[config.mk]
export PLATFORM = sky130hd
export DESIGN_NAME = muxBusCtrl
export DESIGN_NICKNAME = d
export VERILOG_FILES = /design/src/rtl/muxBusPkg.sv /design/src/rtl/muxBusCtrlFsm.sv /design/src/rtl/muxBusDatapath.sv /design/src/rtl/muxBusCtrl.sv
export SDC_FILE = /design/constraint.sdc
export NUM_CORES = 1
export LEC_CHECK = 0
export BUFFER_PORTS_ARGS = -buffer_cell sky130_fd_sc_hd__buf_2
export CORE_ASPECT_RATIO = 1.2
export CORE_MARGIN = 4
export CORE_UTILIZATION = 25
export CTS_CLUSTER_DIAMETER = 50
export DETAILED_ROUTE_END_ITERATION = 8
export PLACE_DENSITY = 0.54
export SLEW_MARGIN = 25
export SYNTH_ARGS = -nofsm -noshare
export SYNTH_HDL_FRONTEND = slang
export SYNTH_SLANG_ARGS = --single-unit
[constraint.sdc]
create_clock -name clk -period 1.2 [get_ports clk]
set_input_delay 0.06 -clock clk [delete_from_list [all_inputs] [get_ports clk]]
set_output_delay 0.06 -clock clk [all_outputs]
set_load 0.02 [all_outputs]
[src/rtl/muxBusPkg.sv]
package muxBusPkg;

  typedef enum logic [2:0] {
    ST_IDLE,
    ST_ADDR_LO,
    ST_ADDR_HI,
    ST_DATA_LO,
    ST_DATA_HI
  } busState_t;

  // strobes from control to datapath
  typedef struct packed {
    logic start;    // take a new request
    logic toData;   // move to data phase
    logic capture;  // data strobe rising edge
  } dpCtrl_t;

endpackage

[src/rtl/muxBusCtrlFsm.sv]
module muxBusCtrlFsm
  import muxBusPkg::*;
(
  input  logic    clk,
  input  logic    rstN,
  input  logic    reqValid,
  output logic    busy,
  output logic    done,
  output logic    asN,
  output logic    dsN,
  output dpCtrl_t dpCtrl
);

  busState_t state;

  always_ff @(posedge clk) begin
    if (!rstN) begin
      state <= ST_IDLE;
      asN   <= 1'b1;
      dsN   <= 1'b1;
      done  <= 1'b0;
    end else begin
      done <= 1'b0;
      case (state)
        ST_IDLE: begin
          if (reqValid) begin
            state <= ST_ADDR_LO;
            asN   <= 1'b0;
          end
        end
        ST_ADDR_LO: begin
          state <= ST_ADDR_HI;
          asN   <= 1'b1;
        end
        ST_ADDR_HI: begin
          state <= ST_DATA_LO;
          dsN   <= 1'b0;
        end
        ST_DATA_LO: begin
          state <= ST_DATA_HI;
          dsN   <= 1'b1;
        end
        ST_DATA_HI: begin
          state <= ST_IDLE;
          done  <= 1'b1;
        end
        default: state <= ST_IDLE;
      endcase
    end
  end

  assign busy = (state != ST_IDLE);

  always_comb begin
    dpCtrl.start   = (state == ST_IDLE) && reqValid;
    dpCtrl.toData  = (state == ST_ADDR_HI);
    dpCtrl.capture = (state == ST_DATA_LO);
  end

endmodule

[src/rtl/muxBusDatapath.sv]
module muxBusDatapath
  import muxBusPkg::*;
#(
  parameter int ADDR_W = 16,
  parameter int DATA_W = 8,
  localparam int HI_W  = ADDR_W - DATA_W
) (
  input  logic              clk,
  input  logic              rstN,
  input  dpCtrl_t           dpCtrl,
  input  logic              reqWrite,
  input  logic [ADDR_W-1:0] reqAddr,
  input  logic [DATA_W-1:0] reqWdata,
  input  logic [DATA_W-1:0] lowBusIn,
  output logic [DATA_W-1:0] lowBusOut,
  output logic              lowBusOe,
  output logic [HI_W-1:0]   highAddr,
  output logic              rdWrN,
  output logic [DATA_W-1:0] rdData
);

  logic [DATA_W-1:0] wdataHold;

  always_ff @(posedge clk) begin
    if (!rstN) begin
      highAddr  <= '0;
      wdataHold <= '0;
      rdWrN     <= 1'b1;
      lowBusOut <= '0;
      lowBusOe  <= 1'b0;
      rdData    <= '0;
    end else begin
      if (dpCtrl.start) begin
        highAddr  <= reqAddr[ADDR_W-1:DATA_W];
        lowBusOut <= reqAddr[DATA_W-1:0];
        wdataHold <= reqWdata;
        rdWrN     <= ~reqWrite;
        lowBusOe  <= 1'b1;
      end else if (dpCtrl.toData) begin
        if (rdWrN) lowBusOe  <= 1'b0;
        else       lowBusOut <= wdataHold;
      end
      if (dpCtrl.capture && rdWrN) rdData <= lowBusIn;
    end
  end

endmodule

[src/rtl/muxBusCtrl.sv]
module muxBusCtrl
  import muxBusPkg::*;
#(
  parameter int ADDR_W = 16,
  parameter int DATA_W = 8,
  localparam int HI_W  = ADDR_W - DATA_W
) (
  input  logic              clk,
  input  logic              rstN,
  input  logic              reqValid,
  input  logic              reqWrite,
  input  logic [ADDR_W-1:0] reqAddr,
  input  logic [DATA_W-1:0] reqWdata,
  output logic              busy,
  output logic              done,
  output logic [DATA_W-1:0] rdData,
  output logic              asN,
  output logic              dsN,
  output logic              rdWrN,
  output logic [DATA_W-1:0] lowBusOut,
  output logic              lowBusOe,
  input  logic [DATA_W-1:0] lowBusIn,
  output logic [HI_W-1:0]   highAddr
);

  dpCtrl_t dpCtrl;

  muxBusCtrlFsm uFsm (
    .clk      (clk),
    .rstN     (rstN),
    .reqValid (reqValid),
    .busy     (busy),
    .done     (done),
    .asN      (asN),
    .dsN      (dsN),
    .dpCtrl   (dpCtrl)
  );

  muxBusDatapath #(.ADDR_W(ADDR_W), .DATA_W(DATA_W)) uDp (
    .clk       (clk),
    .rstN      (rstN),
    .dpCtrl    (dpCtrl),
    .reqWrite  (reqWrite),
    .reqAddr   (reqAddr),
    .reqWdata  (reqWdata),
    .lowBusIn  (lowBusIn),
    .lowBusOut (lowBusOut),
    .lowBusOe  (lowBusOe),
    .highAddr  (highAddr),
    .rdWrN     (rdWrN),
    .rdData    (rdData)
  );

endmodule

; ---- After elaboration in Yosys (flattened, before gate mapping)
; Cells that the tools add are included.
; Widths: inputs -> output; s select.
[op_classes]
bitwise_logic = 1
n_eq_ne = 6
mux = 12
n_reduce_logical = 11
[ops]
columns = cell, n
row1 = $mux 8, 3
row2 = $pmux 3 s4, 1
row3 = $reduce_bool 2->1, 4
row4 = $eq 3x2->1 const B, 2
row5 = $reduce_and 2->1, 3
row6 = $mux 1, 5
row7 = $ne 2x2->1 const B, 2
row8 = $pmux 1 s2, 2
row9 = $eq 3x1->1 const B, 1
row10 = $eq 3x3->1 const B, 1
row11 = $logic_not 3->1, 1
row12 = $mux 3, 1
row13 = $reduce_bool 3->1, 1
row14 = $logic_and 1x1->1, 2
row15 = $not 1->1, 1
[word_totals]
wordCells = 40
regBits = 40

; ---- Depth between registers and ports, before layout
; Gate-level depths: netlist (run 1).
[depth]
word_depth = 4
ltp_mapped = 8

; ---- Modules after synthesis
; A second synthesis (run 1) with hierarchy kept.
[hier_totals]
cells_unflattened = 158
area_unflattened_um2 = 1627.8
[modules_own_cells]
columns = module, area_each_um2, instances, cells_each, seq_area_each_um2
row1 = muxBusDatapath, 1395.1, 1, 133, 680.7
row2 = muxBusCtrlFsm, 232.7, 1, 25, 120.1

; ---- Worst setup path before layout (run 1)
; No wires, ideal clock.
[synth_timing]
kind = register to register
start = register uFsm.state[1]
end = register uDp.lowBusOut[0]
path_buffers = 3
path_slack_ns = -0.024
path_stages_with_launch = 7
required_time_ns = 1.084
arrival_ns = 1.108
path_cell_list = dfxtp_1 > buf_6 > nor2b_4 > buf_6 > o21a_1 > buf_2 > o211a_1
[synth_via]
elab_chain_len = 4
word_cells_on_any_way = 7
cone_classes = eq/ne: 2 / mux: 1 / reduce/logical: 4
[synth_lines]
columns = item, line_no
row1 = from (decl), muxBusCtrlFsm.sv:14  ; busState_t state;
row2 = from (signal assigned), muxBusCtrlFsm.sv:18  ; state <= ST_IDLE;
row3 = from (signal assigned), muxBusCtrlFsm.sv:27  ; state <= ST_ADDR_LO;
row4 = from (signal assigned), muxBusCtrlFsm.sv:32  ; state <= ST_ADDR_HI;
row5 = $logic_not 3->1, muxBusCtrlFsm.sv:55  ; dpCtrl.start = (state == ST_IDLE) && reqValid;
row6 = $logic_and 1x1->1, muxBusCtrlFsm.sv:55
row7 = $ne 2x2->1 (no line) or $reduce_bool 2->1 (tied branches), --
row8 = $reduce_and 2->1 (no line), --
row9 = to (signal assigned), muxBusDatapath.sv:35  ; lowBusOut <= reqAddr[DATA_W-1:0];
row10 = to (signal assigned), muxBusDatapath.sv:41  ; else lowBusOut <= wdataHold;
row11 = to (decl), muxBusDatapath.sv:15  ; output logic [DATA_W-1:0] lowBusOut,
; Parallel ways exist; a longest one is shown, timed or not.
; A chain may end at the register's enable or synchronous reset.

; ---- Worst setup path in the final report (run 1)
[layout_timing]
start = register uFsm.state[1]
end = output port busy
[layout_via]
elab_chain_len = 1
[layout_lines]
columns = item, line_no
row1 = $reduce_bool 3->1, muxBusCtrlFsm.sv:52  ; assign busy = (state != ST_IDLE);
row2 = to (decl), muxBusCtrl.sv:14  ; output logic busy,
; Every way passes these cells.

==> impl_metrics.json, run 1 <==
{
  "antenna_cells_inserted": 0,
  "power_leakage_nw": 1.20,
  "synth_compound_area_share_pct": 20.3,
  "postSynthRegisterBits": 40,
  "power.density_nw_per_um2": 1350,
  "layout_worst_path_cycle_share_pct": 109,
  "vdd_drop_max_mv": 0.542,
  "crit_path_max_incr_delay_ns": 0.37,
  "grt-ovfl-total": 0,
  "dp_worst_setup_slack_ns": -0.0811,
  "worst-setup-path-type": "flip-flop to output port",
  "cts_tree": "done",
  "core_region_area_um2": 6450,
  "root_buffer": "sky130_fd_sc_hd__clkbuf_8",
  "postRouteWirelength_mm": 4.72,
  "drt-wirelength-per-cell_um": 13.1,
  "syn_area_um2": 1660,
  "die_width_um": 82.4,
  "layout_min_cycle_time_ns": 1.30,
  "cp_top_family": "flip-flops",
  "clock_sinks": 40,
  "mux_cell_area_share_after_synthesis_pct": 4.82,
  "detailedRoute.firstPassIterationCount": 4,
  "startpoint_type": "flip-flop",
  "cell_taking_the_most_area_after_synthesis": "sky130_fd_sc_hd__dfxtp_1",
  "synthesis.area_per_instance_um2": 9.23,
  "syn2layout_area_growth_pct": 57.8,
  "worstPathRequired_ns": 1.14,
  "synth_cells": 180,
  "grt_setup_unrepaired": "yes",
  "utilization_pct": 40.7,
  "relSlewSlack_pct": 77.1,
  "path_common_cell": "sky130_fd_sc_hd__buf_6",
  "report.final.setup_viol": 16,
  "worstMarginPinSlew_ns": 0.343,
  "num_rows": 32,
  "top_post_synthesis_cells_by_area": "sky130_fd_sc_hd__dfxtp_1 (48%), sky130_fd_sc_hd__nand2_1 (14%), sky130_fd_sc_hd__a21boi_2 (6.8%)",
  "initial_utilization_pct": 25.8,
  "failed_checks": "hold timing, setup timing",
  "fillCellCount": 678,
  "synth-xor-area-share_pct": 0.527,
  "max_clock_freq_ghz": 0.767,
  "critPathSlowestCell": "sky130_fd_sc_hd__dfxtp_4",
  "route.antenna.remaining_nets": 0,
  "place_congestion": 0.647,
  "total_power_mw": 3.53,
  "number_of_buffers_created_by_cts": 5,
  "cts.htree.levels": 2,
  "fin_worst_hold_slack_ns": -0.00202,
  "io_buffers": 65,
  "clock_tree.buffer_depth": 2,
  "overall_via_count_from_detail_route": 1559,
  "holdCritStartpoint": "reqWdata[1]",
  "worstHoldPathType": "input pin to flip-flop",
  "die_height_um": 97.3,
  "place_hpwl_mm": 2.98,
  "final_hold_viol_count": 2,
  "nNetsFinal": 310,
  "post_drt_via_cell_ratio": 4.33,
  "first_iter_violations": 26,
  "worstPathCellList": "buf_6 > or3_4 > buf_6",
  "synth_edf_count": 0,
  "synth_nets": 216,
  "mostFrequentLayoutCells": "sky130_fd_sc_hd__buf_2 (64), sky130_fd_sc_hd__nand2_1 (41), sky130_fd_sc_hd__dfxtp_1 (36), sky130_fd_sc_hd__nand2_2 (17)",
  "globalRouteTotalUtil_pct": 11.6,
  "area_share_of_fa_ha_maj_cells_after_synthesis_pct": 0,
  "vias_in_the_first_global_route": 1483,
  "worst-path-max-fanout": 5,
  "io_pins": 66,
  "drt_drc_violations_left": 0,
  "fin_worst_skew_ns": 0.00643,
  "critical_path.endpoint_type": "output port",
  "crit_arrival_ns": 1.24,
  "largest_family_of_logic_cells_by_synthesized_area": "simple AND/OR/NAND/NOR gates",
  "synth.distinct_cells": 32,
  "grt_antenna_before_repair": 0,
  "synthDominantCellAreaShare_pct": 48.2,
  "ys.warnings.count": 0,
  "final_common_cell": "sky130_fd_sc_hd__buf_2",
  "reg_to_reg_start": "uFsm.state[0]",
  "status": "finished, violations left",
  "cp-startpoint": "uFsm.state[1]",
  "timing.final.ws_setup_ns": -0.104,
  "layout-drive-gt1-share_pct": 52.7,
  "total_of_max_cap_violations": 0,
  "clk_latency_ns": 0.29,
  "maximum_number_of_pins_on_one_net_before_global_route_repair": 23,
  "synth_top_flop_cell": "sky130_fd_sc_hd__dfxtp_1",
  "path_clk_slew_ns": 0.08,
  "synthArstFlopShare_pct": 0,
  "critical_path_buf_inv_count": 2,
  "yosys.area_share.simple_pct": 20.9,
  "timing_max_transition_violations_final": 0,
  "wire_length_of_the_first_global_routing_pass_mm": 7.11,
  "design.die.area_um2": 8020,
  "synth-seq-area-share_pct": 48.2
}
-- repair_timing --
item / in CTS / in global routing
setup buffers: 4 / 5
setup endpoints to repair: 19 / 36
cloned: 1 / 4
gates resized for setup: 18 / 47
hold buffers: 3 / 5
hold endpoints to repair: 3 / 5
pin swaps: 5 / 14
-- per-layer routing --
| metal | up-vias | track usage, % | share of wire [%] |
|---|---|---|---|
| met3 | 6 | 3.43 | 5.0 |
| met4 | 0 | 4.22 | 1.4 |
| li1 | 788 | - | - |
| met2 | 38 | 19.3 | 51 |
| met1 | 727 | 13.8 | 43 |
| met5 | - | 0 | 0 |
-- synth_stat cells (3+ instances only) --
| cell | count |
|---|---|
| sky130_fd_sc_hd__dfxtp_1 | 40 |
| sky130_fd_sc_hd__buf_6 | 4 |
| sky130_fd_sc_hd__o211a_1 | 5 |
| sky130_fd_sc_hd__and2_1 | 3 |
| sky130_fd_sc_hd__buf_2 | 4 |
| sky130_fd_sc_hd__a21boi_2 | 10 |
| sky130_fd_sc_hd__nand2_1 | 60 |
| sky130_fd_sc_hd__a21oi_1 | 5 |
| sky130_fd_sc_hd__clkbuf_1 | 4 |
| sky130_fd_sc_hd__mux2i_1 | 8 |
| sky130_fd_sc_hd__a21boi_0 | 13 |
| sky130_fd_sc_hd__o21ai_0 | 4 |
-- layout make-up --
class,instances,area [µm²],area share (%)
timing repair buffer,98,697,26.6
tap,85,106,4.06
sequential,40,811,30.9
clock buffer,6,72.6,2.77
multi-input combinational,129,900,34.3
clock inverter,2,35.0,1.34
-- registers in the layout, indices dropped and copies added (netlist names) --
signal	cells
uFsm.dsN	1
uFsm.asN	1
uFsm.state	3
uDp.rdData	8
uDp.rdWrN	1
uDp.lowBusOut	8
uDp.lowBusOe	1
uDp.wdataHold	8
uFsm.done	1
uDp.highAddr	8
-- per-stage QoR --
step                      cells  TNS, ns  cell area, µm²
final                       360   -0.693            2620
after floorplan             180   -0.187            1670
after global routing        360    -2.29            2620
after CTS                   347   -0.856            2380
after detailed placement    331   -0.863            2150
after global placement      331   -0.444            2150
-- path summary, 6_finish.rpt --
kind                      end  slack, ns  cells after the start
max                      busy      -0.10                      3
max reg2reg  uDp.lowBusOut[5]      -0.07                      6
min          uDp.wdataHold[1]     -0.002                      3
min reg2reg   uDp.highAddr[0]       0.46                      2
-- cell families after synthesis --
logic type | after synthesis
and+or+nand+nor | 77
AOI/OAI and AO/OA | 41
DFF | 40
buffers and inverters | 13
muxes | 8
xor gates and xnor gates | 1
-- tightest hold or removal path, delay by kind of cell --
family                 cells  cell delay [ns]
AOI/OAI and AO/OA          1             0.04
and+or+nand+nor            1             0.05
buffers and inverters      1             0.10
-- report_power, final --
part	switching (mW)	total, mW	internal (mW)
Combinational	0.466	0.936	0.470
Clock	0.463	1.08	0.617
Sequential	0.0713	1.51	1.44
Total	1.00	3.53	2.53
Note: power is estimated with default switching activity, not from simulation.
==> inputs of run 2 (changes only) <==
--- a/config.mk
+++ b/config.mk
@@ -6,12 +6,14 @@
 export NUM_CORES = 1
 export LEC_CHECK = 0
 export BUFFER_PORTS_ARGS = -buffer_cell sky130_fd_sc_hd__buf_2
+export CELL_PAD_IN_SITES_DETAIL_PLACEMENT = 1
+export CELL_PAD_IN_SITES_GLOBAL_PLACEMENT = 2
 export CORE_ASPECT_RATIO = 1.2
 export CORE_MARGIN = 4
-export CORE_UTILIZATION = 25
+export CORE_UTILIZATION = 24
 export CTS_CLUSTER_DIAMETER = 50
 export DETAILED_ROUTE_END_ITERATION = 8
-export PLACE_DENSITY = 0.54
+export PLACE_DENSITY = 0.79
 export SLEW_MARGIN = 25
 export SYNTH_ARGS = -nofsm -noshare
 export SYNTH_HDL_FRONTEND = slang
==> run 2 against run 1 <==
  * Utilization fell by 2.1 points
  * Critical path type unchanged
  * Non-clock buffer count did not move
  * The flow finishes with violations (setup timing)
  * Power fell by 2.7%
  * Largest power group unchanged
  * Largest cell class unchanged
==> impl_metrics.json, run 2 (same netlist as run 1, synthesis figures left out) <==
{
  "post_drt_via_cell_ratio": 4.32,
  "clk_latency_ns": 0.29,
  "status": "finished, violations left",
  "failed_checks": "setup timing",
  "worst-path-max-fanout": 2,
  "max_clock_freq_ghz": 0.765,
  "cts_tree": "done",
  "critical_path.endpoint_type": "output port",
  "wire_length_of_the_first_global_routing_pass_mm": 7.66,
  "syn2layout_area_growth_pct": 52.3,
  "nNetsFinal": 308,
  "final_hold_viol_count": 0,
  "globalRouteTotalUtil_pct": 11.3,
  "power_leakage_nw": 1.17,
  "fin_worst_skew_ns": 0.00779,
  "clock_tree.buffer_depth": 2,
  "place_hpwl_mm": 3.27,
  "worstHoldPathType": "input pin to flip-flop",
  "initial_utilization_pct": 25.3,
  "path_clk_slew_ns": 0.08,
  "overall_via_count_from_detail_route": 1548,
  "io_buffers": 65,
  "vdd_drop_max_mv": 0.500,
  "crit_arrival_ns": 1.25,
  "grt_antenna_before_repair": 0,
  "core_region_area_um2": 6570,
  "drt-wirelength-per-cell_um": 13.2,
  "first_iter_violations": 36,
  "design.die.area_um2": 8320,
  "root_buffer": "sky130_fd_sc_hd__clkbuf_8",
  "fillCellCount": 816,
  "final_common_cell": "sky130_fd_sc_hd__buf_2",
  "layout_min_cycle_time_ns": 1.31,
  "place_congestion": 0.678,
  "layout_worst_path_cycle_share_pct": 109,
  "regArea_um2": 812,
  "worstPathRequired_ns": 1.14,
  "timing.final.ws_setup_ns": -0.106,
  "worst-setup-path-type": "flip-flop to output port",
  "vias_in_the_first_global_route": 1672,
  "startpoint_type": "flip-flop",
  "postRouteWirelength_mm": 4.74,
  "drt_drc_violations_left": 0,
  "mostFrequentLayoutCells": "sky130_fd_sc_hd__buf_2 (64), sky130_fd_sc_hd__nand2_1 (53), sky130_fd_sc_hd__dfxtp_1 (37), sky130_fd_sc_hd__buf_4 (17), sky130_fd_sc_hd__a21boi_2 (12)",
  "power.density_nw_per_um2": 1360,
  "timing_max_transition_violations_final": 0,
  "total_power_mw": 3.43,
  "io_pins": 66,
  "clock_sinks": 40,
  "die_height_um": 99.1,
  "number_of_buffers_created_by_cts": 5,
  "route.antenna.remaining_nets": 0,
  "grt_setup_unrepaired": "yes",
  "detailedRoute.firstPassIterationCount": 4,
  "maximum_number_of_pins_on_one_net_before_global_route_repair": 20,
  "utilization_pct": 38.5,
  "worstMarginPinSlew_ns": 0.356,
  "cts.htree.levels": 2,
  "antenna_cells_inserted": 0,
  "die_width_um": 84.0,
  "report.final.setup_viol": 11,
  "num_rows": 32,
  "total_of_max_cap_violations": 0,
  "grt-ovfl-total": 0,
  "relSlewSlack_pct": 76.2,
  "layout-drive-gt1-share_pct": 48.0,
  "multi_input_comb_area_um2": 830
}
[run 2: path summary, 6_finish.rpt]
check	from	depth (start not counted)	slack (ns)	end
max	uFsm.state[0]	3	-0.11	busy
min	reqWdata[3]	3	0.01	uDp.wdataHold[3]
max reg2reg	uFsm.state[2]	6	-0.07	uDp.lowBusOut[4]
min reg2reg	uDp.highAddr[3]	2	0.45	uDp.highAddr[3]
[run 2: metrics by stage]
step,std cells,hold WS [ns],cell area (µm²),worst slack [ns],setup TNS (ns)
2_1_floorplan,180,0.191,1670,-0.0161,-0.187
3_3_place_gp,334,0.276,2160,-0.0191,-0.0728
3_5_place_dp,334,0.286,2160,-0.0774,-0.672
4_1_cts,354,0.000746,2410,-0.125,-1.78
5_1_grt,358,0.00546,2530,-0.147,-2.68
6_report,358,0.0110,2530,-0.106,-0.377
[run 2: final cells by class]
| class | instances | share of cell area (%) |
|---|---|---|
| Tap cell | 85 | 4.20 |
| Sequential cell | 40 | 32.1 |
| Clock buffer | 6 | 2.87 |
| Multi-Input combinational cell | 127 | 32.8 |
| Clock inverter | 2 | 1.38 |
| Timing Repair Buffer | 98 | 26.7 |
[run 2: where the power goes]
| part | internal, mW | total (mW) | leakage, nW | switching [mW] |
|---|---|---|---|---|
| clock network | 0.617 | 1.08 | 0.0552 | 0.460 |
| logic | 0.423 | 0.848 | 0.788 | 0.425 |
| registers | 1.44 | 1.50 | 0.330 | 0.0683 |
| total | 2.48 | 3.43 | 1.17 | 0.953 |
[run 2: timing repair]
action | in CTS | in global routing
setup buffers | 5 | 3
hold endpoints to repair | 7 | 0
endpoints found under the setup margin | 18 | 36
gates cloned | 0 | 2
hold buffers | 7 | 0
pin swaps | 4 | 12
resized for setup | 24 | 19
[run 2: layer usage]
layer,vias to the layer above,part of all wire (%),global-route usage [%]
met5,-,0,0
met4,0,0.91,2.97
met2,37,55,21.6
met1,731,39,11.8
li1,776,-,-
met3,4,5.8,3.81
[run 2: critical path: stages, from the launching register on]
cell	delay, ns
sky130_fd_sc_hd__dfxtp_4	0.35
sky130_fd_sc_hd__buf_6	0.11
sky130_fd_sc_hd__or3_4	0.37
sky130_fd_sc_hd__buf_6	0.14
